===== src/rtl/fvc_pkg.sv =====
package fvc_pkg;

  localparam int unsigned FVC_NEVT    = 8;
  localparam int unsigned FVC_CFGW    = 17;
  localparam int unsigned FVC_MON_BIT = 16;

  typedef enum logic [1:0] {
    ST_IDLE = 2'd0,
    ST_PEND = 2'd1,
    ST_HALT = 2'd2
  } fvc_state_e;

  // Control-word position of the catch bit for event class k.
  function automatic int unsigned evt_cfg_pos(input int unsigned k);
    return (k == 0) ? 0 : k + 3;
  endfunction

  // Bits that hold state; every other position reads as zero.
  function automatic logic [FVC_CFGW-1:0] cfg_legal_mask();
    logic [FVC_CFGW-1:0] m;
    m = '0;
    for (int unsigned k = 0; k < FVC_NEVT; k++) m[evt_cfg_pos(k)] = 1'b1;
    m[FVC_MON_BIT] = 1'b1;
    return m;
  endfunction

  // Gather the catch enables into event-class order.
  function automatic logic [FVC_NEVT-1:0] cfg_catch_bits(input logic [FVC_CFGW-1:0] c);
    logic [FVC_NEVT-1:0] e;
    for (int unsigned k = 0; k < FVC_NEVT; k++) e[k] = c[evt_cfg_pos(k)];
    return e;
  endfunction

endpackage


===== src/rtl/fvc_cfg_reg.sv =====
module fvc_cfg_reg
  import fvc_pkg::*;
#(
  parameter int unsigned CFGW = FVC_CFGW,
  parameter int unsigned NEVT = FVC_NEVT
) (
  input  logic            clk,
  input  logic            rst_n,
  input  logic            wr_en,
  input  logic [CFGW-1:0] wr_data,
  output logic [CFGW-1:0] rd_data,
  output logic            mon_en,
  output logic [NEVT-1:0] catch_en
);

  localparam logic [CFGW-1:0] LEGAL = cfg_legal_mask();

  logic [CFGW-1:0] cfg_q;

  always_ff @(posedge clk or negedge rst_n) begin
    if (!rst_n)     cfg_q <= '0;
    else if (wr_en) cfg_q <= wr_data & LEGAL;
  end

  assign rd_data  = cfg_q;
  assign mon_en   = cfg_q[FVC_MON_BIT];
  assign catch_en = cfg_catch_bits(cfg_q);

endmodule


===== src/rtl/fvc_catch_match.sv =====
module fvc_catch_match #(
  parameter int unsigned NEVT = 8
) (
  input  logic [NEVT-1:0] catch_en,
  input  logic [NEVT-1:0] evt_pulse,
  input  logic            dbg_halt_en,
  output logic [NEVT-1:0] hit,
  output logic            hit_any
);

  for (genvar k = 0; k < NEVT; k++) begin : g_hit
    assign hit[k] = evt_pulse[k] & catch_en[k] & dbg_halt_en;
  end

  assign hit_any = |hit;

endmodule


===== src/rtl/fvc_route.sv =====
module fvc_route (
  input  logic dbg_halt_en,
  input  logic mon_en,
  output logic route_monitor,
  output logic route_hardfault
);

  assign route_monitor   = ~dbg_halt_en &  mon_en;
  assign route_hardfault = ~dbg_halt_en & ~mon_en;

endmodule


===== src/rtl/fvc_halt_fsm.sv =====
module fvc_halt_fsm
  import fvc_pkg::*;
#(
  parameter int unsigned NEVT = FVC_NEVT
) (
  input  logic            clk,
  input  logic            rst_n,
  input  logic [NEVT-1:0] hit,
  input  logic            hit_any,
  input  logic            insn_bound,
  input  logic            vec_active,
  input  logic            vec_fault,
  input  logic            core_in_reset,
  input  logic            halt_ack,
  output logic            pend,
  output logic            halt_req,
  output logic            redir,
  output logic [NEVT-1:0] cause
);

  fvc_state_e state_q, state_d;
  logic       bound_ok;

  // A halt may only land on a boundary outside vectoring and core reset.
  assign bound_ok = insn_bound & ~vec_active & ~core_in_reset;

  always_comb begin
    state_d = state_q;
    unique case (state_q)
      ST_IDLE: if (hit_any)  state_d = ST_PEND;
      ST_PEND: if (bound_ok) state_d = ST_HALT;
      ST_HALT: if (halt_ack) state_d = ST_IDLE;
      default:               state_d = ST_IDLE;
    endcase
  end

  always_ff @(posedge clk or negedge rst_n) begin
    if (!rst_n) begin
      state_q <= ST_IDLE;
      redir   <= 1'b0;
      cause   <= '0;
    end else begin
      state_q <= state_d;
      if (state_q == ST_IDLE && hit_any) begin
        cause <= hit;
        redir <= 1'b0;
      end else if (state_q == ST_PEND && vec_fault) begin
        redir <= 1'b1;
      end
    end
  end

  assign pend     = (state_q == ST_PEND);
  assign halt_req = (state_q == ST_HALT);

endmodule


===== src/rtl/fvc_halt_ctrl.sv =====
module fvc_halt_ctrl
  import fvc_pkg::*;
#(
  parameter int unsigned NEVT = FVC_NEVT,
  parameter int unsigned CFGW = FVC_CFGW
) (
  input  logic            clk,
  input  logic            rst_n,
  input  logic            cfg_wr_en,
  input  logic [CFGW-1:0] cfg_wr_data,
  output logic [CFGW-1:0] cfg_rd_data,
  input  logic            dbg_halt_en,
  input  logic [NEVT-1:0] evt_pulse,
  input  logic            insn_bound,
  input  logic            vec_active,
  input  logic            vec_fault,
  input  logic            core_in_reset,
  input  logic            halt_ack,
  output logic            halt_req,
  output logic            halt_redirect,
  output logic            late_arr_block,
  output logic            route_monitor,
  output logic            route_hardfault,
  output logic [NEVT-1:0] trig_cause
);

  logic            mon_en_w;
  logic [NEVT-1:0] catch_en_w;
  logic [NEVT-1:0] hit_w;
  logic            hit_any_w;
  logic            pend_w;
  logic            redir_w;

  fvc_cfg_reg #(.CFGW(CFGW), .NEVT(NEVT)) u_cfg (
    .clk      (clk),
    .rst_n    (rst_n),
    .wr_en    (cfg_wr_en),
    .wr_data  (cfg_wr_data),
    .rd_data  (cfg_rd_data),
    .mon_en   (mon_en_w),
    .catch_en (catch_en_w)
  );

  fvc_catch_match #(.NEVT(NEVT)) u_match (
    .catch_en    (catch_en_w),
    .evt_pulse   (evt_pulse),
    .dbg_halt_en (dbg_halt_en),
    .hit         (hit_w),
    .hit_any     (hit_any_w)
  );

  fvc_route u_route (
    .dbg_halt_en     (dbg_halt_en),
    .mon_en          (mon_en_w),
    .route_monitor   (route_monitor),
    .route_hardfault (route_hardfault)
  );

  fvc_halt_fsm #(.NEVT(NEVT)) u_fsm (
    .clk           (clk),
    .rst_n         (rst_n),
    .hit           (hit_w),
    .hit_any       (hit_any_w),
    .insn_bound    (insn_bound),
    .vec_active    (vec_active),
    .vec_fault     (vec_fault),
    .core_in_reset (core_in_reset),
    .halt_ack      (halt_ack),
    .pend          (pend_w),
    .halt_req      (halt_req),
    .redir         (redir_w),
    .cause         (trig_cause)
  );

  assign late_arr_block = pend_w & vec_active;
  assign halt_redirect  = halt_req & redir_w;

endmodule


===== config.mk =====
export PLATFORM = sky130hd
export DESIGN_NAME = fvc_halt_ctrl
export DESIGN_NICKNAME = d
export VERILOG_FILES = /design/src/rtl/fvc_pkg.sv /design/src/rtl/fvc_cfg_reg.sv /design/src/rtl/fvc_catch_match.sv /design/src/rtl/fvc_route.sv /design/src/rtl/fvc_halt_fsm.sv /design/src/rtl/fvc_halt_ctrl.sv
export SDC_FILE = /design/constraint.sdc
export NUM_CORES = 1
export LEC_CHECK = 0
export ABC_AREA = 1
export BUFFER_PORTS_ARGS = -buffer_cell sky130_fd_sc_hd__buf_2
export CAP_MARGIN = 0
export CELL_PAD_IN_SITES_DETAIL_PLACEMENT = 1
export CELL_PAD_IN_SITES_GLOBAL_PLACEMENT = 1
export CORE_MARGIN = 3
export CORE_UTILIZATION = 26
export CTS_CLUSTER_DIAMETER = 30
export DETAILED_ROUTE_END_ITERATION = 6
export GPL_ROUTABILITY_DRIVEN = 0
export GPL_TIMING_DRIVEN = 0
export PLACE_DENSITY = 0.8
export SLEW_MARGIN = 20
export SYNTH_ARGS = -nofsm -noshare
export SYNTH_HDL_FRONTEND = slang
export SYNTH_HIERARCHICAL = 1
export SYNTH_SLANG_ARGS = --single-unit

===== constraint.sdc =====
create_clock -name clk -period 1.1 [get_ports clk]
set_input_delay 0.055 -clock clk [delete_from_list [all_inputs] [get_ports clk]]
set_output_delay 0.055 -clock clk [all_outputs]
set_load 0.005 [all_outputs]

# --- Word-level counts from Yosys, hierarchy flattened ---
# Index checks and enable logic that the tools add are counted.
classes:
  n_mul: 0
  bitwise_logic: 26
  n_lt_le_gt_ge: 0
  n_shift: 0
  n_eq_ne: 5
  n_div: 0
  mux: 6
  n_reduce_logical: 6
  n_addsub: 0
op_table:
  columns: ["op", "count"]
  rows:
  - ["bitwise AND 1 bit", 22]
  - ["OR reduction 8 bit", 1]
  - ["2-to-1 mux 2 bit", 3]
  - ["case mux 2 bit (3 select lines)", 1]
  - ["!= test 2 x 1 -> 1 bit (second input constant)", 2]
  - ["inverter 1 bit", 4]
  - ["AND reduction 3 bit", 1]
  - ["== test 2 x 1 -> 1 bit (second input constant)", 1]
  - ["== test 2 bit (second input constant)", 1]
  - ["logical AND 1 bit", 2]
  - ["zero test 2 bit", 1]
  - ["2-to-1 mux 1 bit", 2]
  - ["!= test 2 bit (second input constant)", 1]
  - ["nonzero test 2 bit", 1]
word_totals:
  latchBits: 0
  elab_cells: 47
  regBits: 20
  mem_bits_ro: 0
  mem_count: 0
  ram_bits: 0
  out_inout_bits: 30

# --- Depth between registers and ports, before layout ---
# Gate-level depths: netlist (run 1).
logic_depth:
  word_depth: 5
  ltp_mapped: 9
  mapped_depth_nobuf: 8

# --- Modules after synthesis ---
# The synthesis (run 1) kept the hierarchy.
modules_own_cells:
  columns: ["module", "area_per_inst_um2", "seq_area_each_um2", "cells_each", "instances"]
  rows:
  - ["fvc_cfg_reg", 473.0, 225.2, 56, 1]
  - ["fvc_halt_fsm", 462.9, 275.3, 55, 1]
  - ["fvc_catch_match", 145.1, 0.0, 24, 1]
  - ["fvc_halt_ctrl", 15.0, 0.0, 4, 1]
  - ["fvc_route", 13.8, 0.0, 3, 1]

# --- Worst setup path after synthesis (run 1) ---
# OpenSTA, ideal clock, no wires.
synth_timing:
  path_kind: "register to register"
  startpoint: "register u_cfg.cfg_q[8] (netlist: u_cfg/rd_data[8])"
  endpoint: "register u_fsm.redir"
  required_ns: 0.979
  period_less_slack_ns: 1.082
  n_path_buf: 1
  setup_slack_ns: 0.018
  arrival_ns: 0.961
  setup_time_ns: 0.121
  stages_incl_launch_ff: 8
  cell_sequence: "dfrtp_1 nand3_2 nand2_2 nor2_1 nand2_1 nand2_2 buf_6 a22o_1"
synth_via:
  elab_chain_cells: 5
synth_rtl:
  columns: ["element", "line_no", "text"]
  rows:
  - ["start, declared", "fvc_cfg_reg.sv:18", "logic [CFGW-1:0] cfg_q;"]
  - ["start signal, assigned", "fvc_cfg_reg.sv:22", "else if (wr_en) cfg_q <= wr_data & LEGAL;"]
  - ["bitwise AND 1 bit * (2 in a row)", "fvc_catch_match.sv:12", "assign hit[k] = evt_pulse[k] & catch_en[k] & dbg_halt_en;"]
  - ["OR reduction 8 bit *", "fvc_catch_match.sv:15", "assign hit_any = |hit;"]
  - ["net hit_any_w", "fvc_halt_ctrl.sv:30", "logic hit_any_w;"]
  - ["logical AND 1 bit *", "fvc_halt_fsm.sv:44", "if (state_q == ST_IDLE && hit_any) begin"]
  - ["2-to-1 mux 1 bit / nonzero test 2 bit (equally long branches)", null, null]
  - ["end signal, assigned", "fvc_halt_fsm.sv:40", "redir <= 1'b0;"]
  - ["end signal, assigned", "fvc_halt_fsm.sv:46", "redir <= 1'b0;"]
  - ["end signal, assigned", "fvc_halt_fsm.sv:48", "redir <= 1'b1;"]
  - ["end, declared", "fvc_halt_fsm.sv:17", "output logic redir,"]
# Mark *: on every way through the listed nets, which the timed path passes. The rest lies on a longest branch.
# A chain may end at the register's enable or synchronous reset.

# --- Worst setup path in the final report (run 1) ---
layout_timing:
  startpoint: "register u_cfg.cfg_q[0] (netlist: u_cfg/rd_data[0])"
  endpoint: "register u_fsm.redir"
# Same word-level chain as after synthesis.

==> run metrics, run 1 <==
status=finished with violations; failing checks=setup timing; Cell variety after synth=15; drt total wl=~2.9 mm; Yosys Warn Count=6; first-pass GRT wire length=approximately 4.7 mm; antenna-violating nets left=0; Global Route Usage Sum=0.115; VDD IR max=around 0.48 mV; Antenna diodes=0; CP Class=reg -> reg; Hold Path Class=in -> reg; Yosys top cell area share=0.451; Mapped Area=roughly 0.0011 mm2; Starting Density=0.274; buffers and inverters on the worst path=1; Avg Inst Size Synth=around 8 um2; 1st-iter DRT viols=31; Worst R2R End=u_fsm/redir; Wirelength per Cell=11.0 um; # nets final=250; Final Cycle Share=1.08; Fillers=approximately 510; total CTS buffers=3; RSZ-0062 raised after global routing=true; WP data arrival=between 1 and 1.5 ns; clk root buf=clkbuf_8; row count=23; Worst-Skew Late Latency=around 0.26 ns; largest net degree at the start of global routing=21; Area contributors post-synth=dfrtp_1 45%, nand2_1 21%, buf_4 11%; Worst R2R Setup Slack=-0.09 ns; drt drc=0; DP HPWL=roughly 2.2 mm; commonest non-fill, non-tap cell in the layout=nand2_1; Logic pwr share=0.346; critical path's slowest cell=dfrtp_1; crit start category=register; Cell Count, Final, Fillers Out=265; switching share of power=0.317; ratio of cells with drive above 1 in the final layout=0.460; Reg2Reg Depth=7; clock sink count=20; placed cell area=0.00143 mm2; initial antenna violation count=0; CTS tree=built; Pwr Density=roughly 1400 mW/mm2; Reg power frac=0.419; Max-Cap Viols=0; clock share of power=0.235; fmax=between 800 and 900 MHz; post-synthesis register bit count=20; Mapped Cells=roughly 140; setup slack after layout=-0.0883 ns; CP delay by family, top=simple AND/OR/NAND/NOR gates; Via Count=about 1000; CP endpoint=u_fsm/redir; Layout Utilization=0.412; port bufs=46; P&R area growth vs syn=50.5%; clock-pin slew on the worst setup and hold paths=approximately 0.080 ns; endpoints failing setup=11; most used cell, CP=nand2_2; Yosys top cell by area=dfrtp_1; Lkg Pwr=between 1 and 1.5 nW; CORE AREA=between 0.004 and 0.005 mm2; worst clock skew=0.00414 ns; full die area=0.00509 mm2; drt pass-1 iters=5; final global-route overflow total=0; Finished Cell Area=around 0.0017 mm2; Pwr Total=about 2.4 mW; Final Max Slew Viols=0; vias in the first global route=approximately 1100; Max Root-Sink Buffers=2; Die X=around 71 um; Critical Path End Type=register; Int Power=1.63 mW; data required time at the worst endpoint=approximately 1.3 ns; Fin. Hold Viols=0; most frequent cells in the layout=60 x nand2_1, 43 x buf_2, 23 x buf_4; crit-path cells=nand3_2, nand2_2, nor2_1, nand2_1, nand2_2, buf_6, a22o_1; worst-path maximum fanout=5; vias per cell=between 3 and 4; switching pwr=approximately 0.76 mW; io pins=64; Stages on worst setup path=7; DIE HEIGHT=71.3 um; H-Tree Level Count=1; placed cell count=around 250; sequential area share after synthesis=0.451; Final Critical Period=around 1.2 ns; worst setup path start=u_cfg/rd_data[0]; Worst R2R Start=u_cfg/rd_data[0]; slowest cell delay on critical path=0.38 ns
[how the worst min path moves through the flow]
stage,from,to,slack [ns],cells after the start
global route,cfg_wr_data[9],u_cfg/rd_data[9],0.006,3
detailed placement,rst_n,u_fsm/cause[1],0.04,1
CTS,cfg_wr_data[9],u_cfg/rd_data[9],0.0005,3
global placement,rst_n,u_fsm/cause[4],0.03,1
finish,cfg_wr_data[9],u_cfg/rd_data[9],0.006,3
floorplan,rst_n,u_cfg/rd_data[0],-0.24,0
[cell type report]
cell class	count	area, um2	share of cell area
tap	50	62.6	0.0375
sequential	20	502	0.300
inverter	18	67.6	0.0404
clock buffer	4	55.1	0.0330
timing repair buffer	63	405	0.243
buffer	19	154	0.0921
multi-input combinational	91	424	0.254
[registers in the layout, summed over array words and instances, names as in the netlist]
signal,flops
u_cfg/rd_data,9
u_fsm/state_q,2
u_fsm/cause,8
u_fsm/redir,1
[tightest hold or removal path, stage by stage]
cell and delay, ns:
buf_2 0.07, nand2_1 0.04, nand2_1 0.06
[synth_stat cells, drive strengths merged]
cell type	number
nand2	63
buf	20
dfrtp	20
inv	18
nand3	9
nor2	8
a22o	1
conb	1
nand4	1
o21ai	1
[metrics by stage]
stage	setup slack [ns]	hold slack, ns	TNS [ns]
finish	-0.0883	0.00559	-0.535
CTS	-0.0940	0.000539	-0.711
global route	-0.208	0.00637	-2.13
global placement	-0.0930	0.0335	-0.755
detailed placement	-0.136	0.0367	-1.15
floorplan	0.0178	-0.241	0
[power by group through the flow]
stage / logic, mW / registers (mW) / clock network, mW
detailed placement: 0.710 / 1.01 / 0
finish: 0.826 / 1.00 / 0.562
global route: 0.944 / 1.03 / 0.615
global placement: 0.681 / 1.01 / 0
CTS: 0.804 / 0.997 / 0.583
floorplan: 0.410 / 1.01 / 0
[per-layer routing]
layer  part of all wire  track usage  vias up
met5                  0            0        -
li1                   -            -      542
met4             0.0041       0.0251        0
met1               0.38        0.120      455
met3              0.071       0.0365        2
met2               0.54        0.222       28
[cells by family (layout without fill, tap and decap cells)]
family | Yosys count | after routing | share of synthesized area
AND/OR/NAND/NOR | 81 | 81 | 0.327
buffers and inverters | 38 | 104 | 0.206
flip-flops | 20 | 20 | 0.451
AO/OA/AOI/OAI | 2 | 2 | 0.0124
other | 1 | 8 | 0.00338
[repair_timing]
| action | in CTS | in global routing |
|---|---|---|
| gates cloned | 1 | 0 |
| pin swaps | 4 | 1 |
| setup endpoints to repair | 13 | 19 |
| endpoints found under the hold margin | 26 | 0 |
| resized for setup | 4 | 12 |
| hold buffers | 7 | 0 |
| buffers inserted | 6 | 5 |
(Power assumes the default switching activity.)
==> run 2: changes to the inputs <==
--- a/config.mk
+++ b/config.mk
@@ -6,17 +6,17 @@
 export NUM_CORES = 1
 export LEC_CHECK = 0
 export ABC_AREA = 1
-export BUFFER_PORTS_ARGS = -buffer_cell sky130_fd_sc_hd__buf_2
 export CAP_MARGIN = 0
 export CELL_PAD_IN_SITES_DETAIL_PLACEMENT = 1
 export CELL_PAD_IN_SITES_GLOBAL_PLACEMENT = 1
 export CORE_MARGIN = 3
-export CORE_UTILIZATION = 26
+export CORE_UTILIZATION = 35
 export CTS_CLUSTER_DIAMETER = 30
 export DETAILED_ROUTE_END_ITERATION = 6
+export DONT_BUFFER_PORTS = 1
 export GPL_ROUTABILITY_DRIVEN = 0
 export GPL_TIMING_DRIVEN = 0
-export PLACE_DENSITY = 0.8
+export PLACE_DENSITY = 0.75
 export SLEW_MARGIN = 20
 export SYNTH_ARGS = -nofsm -noshare
 export SYNTH_HDL_FRONTEND = slang
==> run 2 against run 1 <==
- the flow still finishes with violations (setup timing)
- setup slack worse by 0.042 ns
- first-iteration DRC count down 9.7%
- count of clock-buffer cells in the layout unchanged
- via count up 0.58%
- worst hold slack better by 0.018 ns
- sequential share of layout area up 0.55 points
- total power down 9.3%
- fmax down 3.4%
- register-to-register slack worse by 0.04 ns
- highest routed layer unchanged
==> run metrics, run 2 (same netlist as run 1, synthesis figures left out) <==
Die X=62.3 um (-13%); Worst R2R Setup Slack=-0.13 ns (-0.04 ns); WP data arrival=1.47 ns (+0.13 ns); Int Power=1.45 mW (-11%); worst-path maximum fanout=5 (unchanged); P&R area growth vs syn=47.8%; Final Max Slew Viols=0 (unchanged); endpoints failing setup=14 (+3); total CTS buffers=3 (unchanged); io pins=64 (unchanged); # nets final=231 (-7.6%); most frequent cells in the layout=61 x nand2_1, 31 x buf_4, 26 x dlygate4sd3_1; Worst-Skew Late Latency=0.30 ns (+0.04 ns); hold_sp=cfg_wr_en; clock-pin slew on the worst setup and hold paths=0.11 ns (+0.03 ns); Critical Path End Type=register; first-pass GRT wire length=5.18 mm (+11%); crit-path cells=nand3_2, nand2_2, nor2_1, nand2_1, nand2_2, buf_4, nand2_1, nand2_1; largest net degree at the start of global routing=21 (unchanged); most used cell, CP=nand2_1; crit start category=register; ratio of cells with drive above 1 in the final layout=0.301 (-0.159); switching share of power=0.331 (+0.0136); VDD IR max=0.883 mV (+86%); antenna-violating nets left=0 (unchanged); Pwr Total=2.17 mW (-9.3%); DIE HEIGHT=62.3 um (-13%); worst hold slack=0.0236 ns (+0.0180 ns); worst clock skew=0.00137 ns (-0.00277 ns); Global Route Usage Sum=0.171 (+0.0562); CORE AREA=0.00288 mm2 (-29%); pin slew with the least headroom to its limit=about 0.90 ns; 1st-iter DRT viols=28 (-9.7%); data required time at the worst endpoint=1.34 ns (+0.09 ns); H-Tree Level Count=1 (unchanged); full die area=0.00388 mm2 (-24%); setup slack after layout=-0.130 ns (-0.0422 ns); Cell Count, Final, Fillers Out=238 (-10%); Max-Cap Viols=0 (unchanged); Fillers=359 (-30%); Final Critical Period=1.23 ns (+0.0422 ns); Largest register FFs=9 (unchanged); Max Root-Sink Buffers=2 (unchanged); Via Count=1033 (+0.58%); Wirelength per Cell=14.1 um (+28%); Finished Cell Area=0.00164 mm2 (-1.8%); Hold Path Class=in -> reg; clock sink count=20 (unchanged); Antenna diodes=0 (unchanged); CP Class=reg -> reg; status=finished with violations; drt pass-1 iters=4 (-1); port bufs=0 (-100%); CP delay by family, top=simple AND/OR/NAND/NOR gates; initial antenna violation count=0 (unchanged); Lkg Pwr=0.952 nW (-9.7%); fmax=813 MHz (-3.4%); placed cell count=191 (-22%); buffers and inverters on the worst path=1 (unchanged); CTS tree=built; Slew HR=0.400; clock share of power=0.194 (-0.041); vias per cell=4.34 (+12%); critical path's slowest cell=dfrtp_1; clk root buf=clkbuf_4; failing checks=setup timing; Pwr Density=1320 mW/mm2 (-7.7%); switching pwr=0.717 mW (-5.5%); Worst R2R End=u_fsm/cause[7]; Fin. Hold Viols=0 (unchanged); slowest cell delay on critical path=0.42 ns (+0.04 ns); Reg2Reg Depth=8 (+1); DP HPWL=1.98 mm (-10%); drt total wl=3.34 mm (+15%); Logic pwr share=0.332 (-0.014); RSZ-0062 raised after global routing=true; Reg power frac=0.474 (+0.055); placed cell area=0.00119 mm2 (-17%); final global-route overflow total=0 (unchanged); hold depth=3 (unchanged); commonest non-fill, non-tap cell in the layout=nand2_1; vias in the first global route=1099 (+0.64%); drt drc=0 (unchanged); Final Cycle Share=1.12 (+0.0383); Worst R2R Start=u_cfg/rd_data[7]; row count=19 (-17%); Hold Path End=u_cfg/rd_data[16]; Starting Density=0.386 (+0.112)
run 2: changes by cell type in the layout (fill, tap and decap cells not counted), sizes merged:
| cell | delta |
|---|---|
| dlygate4sd3 | +19 |
| buf | -38 |
run 2: worst reg2reg max path: stages (launching register included):
cell     delay, ns
dfrtp_1       0.42
nand3_2       0.10
nand2_2       0.06
nor2_1        0.13
nand2_1       0.10
nand2_2       0.10
buf_4         0.15
nand2_1       0.05
nand2_1       0.06
run 2: power groups by stage:
stage               sequential, mW  clock [mW]  combinational (mW)
finish                        1.03       0.421               0.718
detailed placement            1.05           0               0.481
floorplan                     1.01           0               0.410
CTS                           1.02       0.438               0.669
global route                  1.05       0.478               0.816
global placement              1.04           0               0.464
run 2: worst max-delay path by stage:
stage / startpoint / to / cells past startpoint / slack, ns
3_3_place_gp: u_cfg/rd_data[4] / u_fsm/redir / 7 / -0.06
6_report: u_cfg/rd_data[7] / u_fsm/cause[7] / 8 / -0.13
5_1_grt: u_cfg/rd_data[7] / u_fsm/cause[7] / 8 / -0.24
3_5_place_dp: u_cfg/rd_data[6] / u_fsm/cause[2] / 8 / -0.10
4_1_cts: u_cfg/rd_data[8] / u_fsm/redir / 7 / -0.05
2_1_floorplan: u_cfg/rd_data[8] / u_fsm/redir / 7 / 0.02
run 2: layout make-up:
| type | count | area (um2) | share of cell area |
|---|---|---|---|
| timing repair buffer | 43 | 395 | 0.241 |
| buffer | 20 | 165 | 0.101 |
| sequential | 20 | 502 | 0.306 |
| tap | 42 | 52.6 | 0.0320 |
| multi-input combinational | 91 | 422 | 0.257 |
| clock buffer | 4 | 36.3 | 0.0221 |
| inverter | 18 | 67.6 | 0.0412 |
run 2: metrics by stage:
step	TNS, ns	util	setup slack [ns]
final	-1.40	0.570	-0.130
after global routing	-2.79	0.570	-0.241
after CTS	-0.402	0.557	-0.0540
after detailed placement	-0.828	0.413	-0.101
after global placement	-0.475	0.413	-0.0599
after floorplan	0	-	0.0178
run 2: what timing repair did:
| item | 4_1_cts | 5_1_grt |
|---|---|---|
| cloned | 1 | 0 |
| hold endpoints to repair | 38 | 0 |
| pin swaps | 3 | 3 |
| buffers inserted | 12 | 4 |
| endpoints found under the setup margin | 13 | 14 |
| hold buffers | 27 | 0 |
| gates resized for setup | 5 | 6 |
run 2: routing by layer:
layer | GRT usage | share of wire | vias up
met2 | 0.349 | 0.59 | 35
met4 | 0.0248 | 0.0075 | 0
met5 | 0 | 0 | -
met1 | 0.170 | 0.36 | 491
met3 | 0.0523 | 0.046 | 4
li1 | - | - | 503
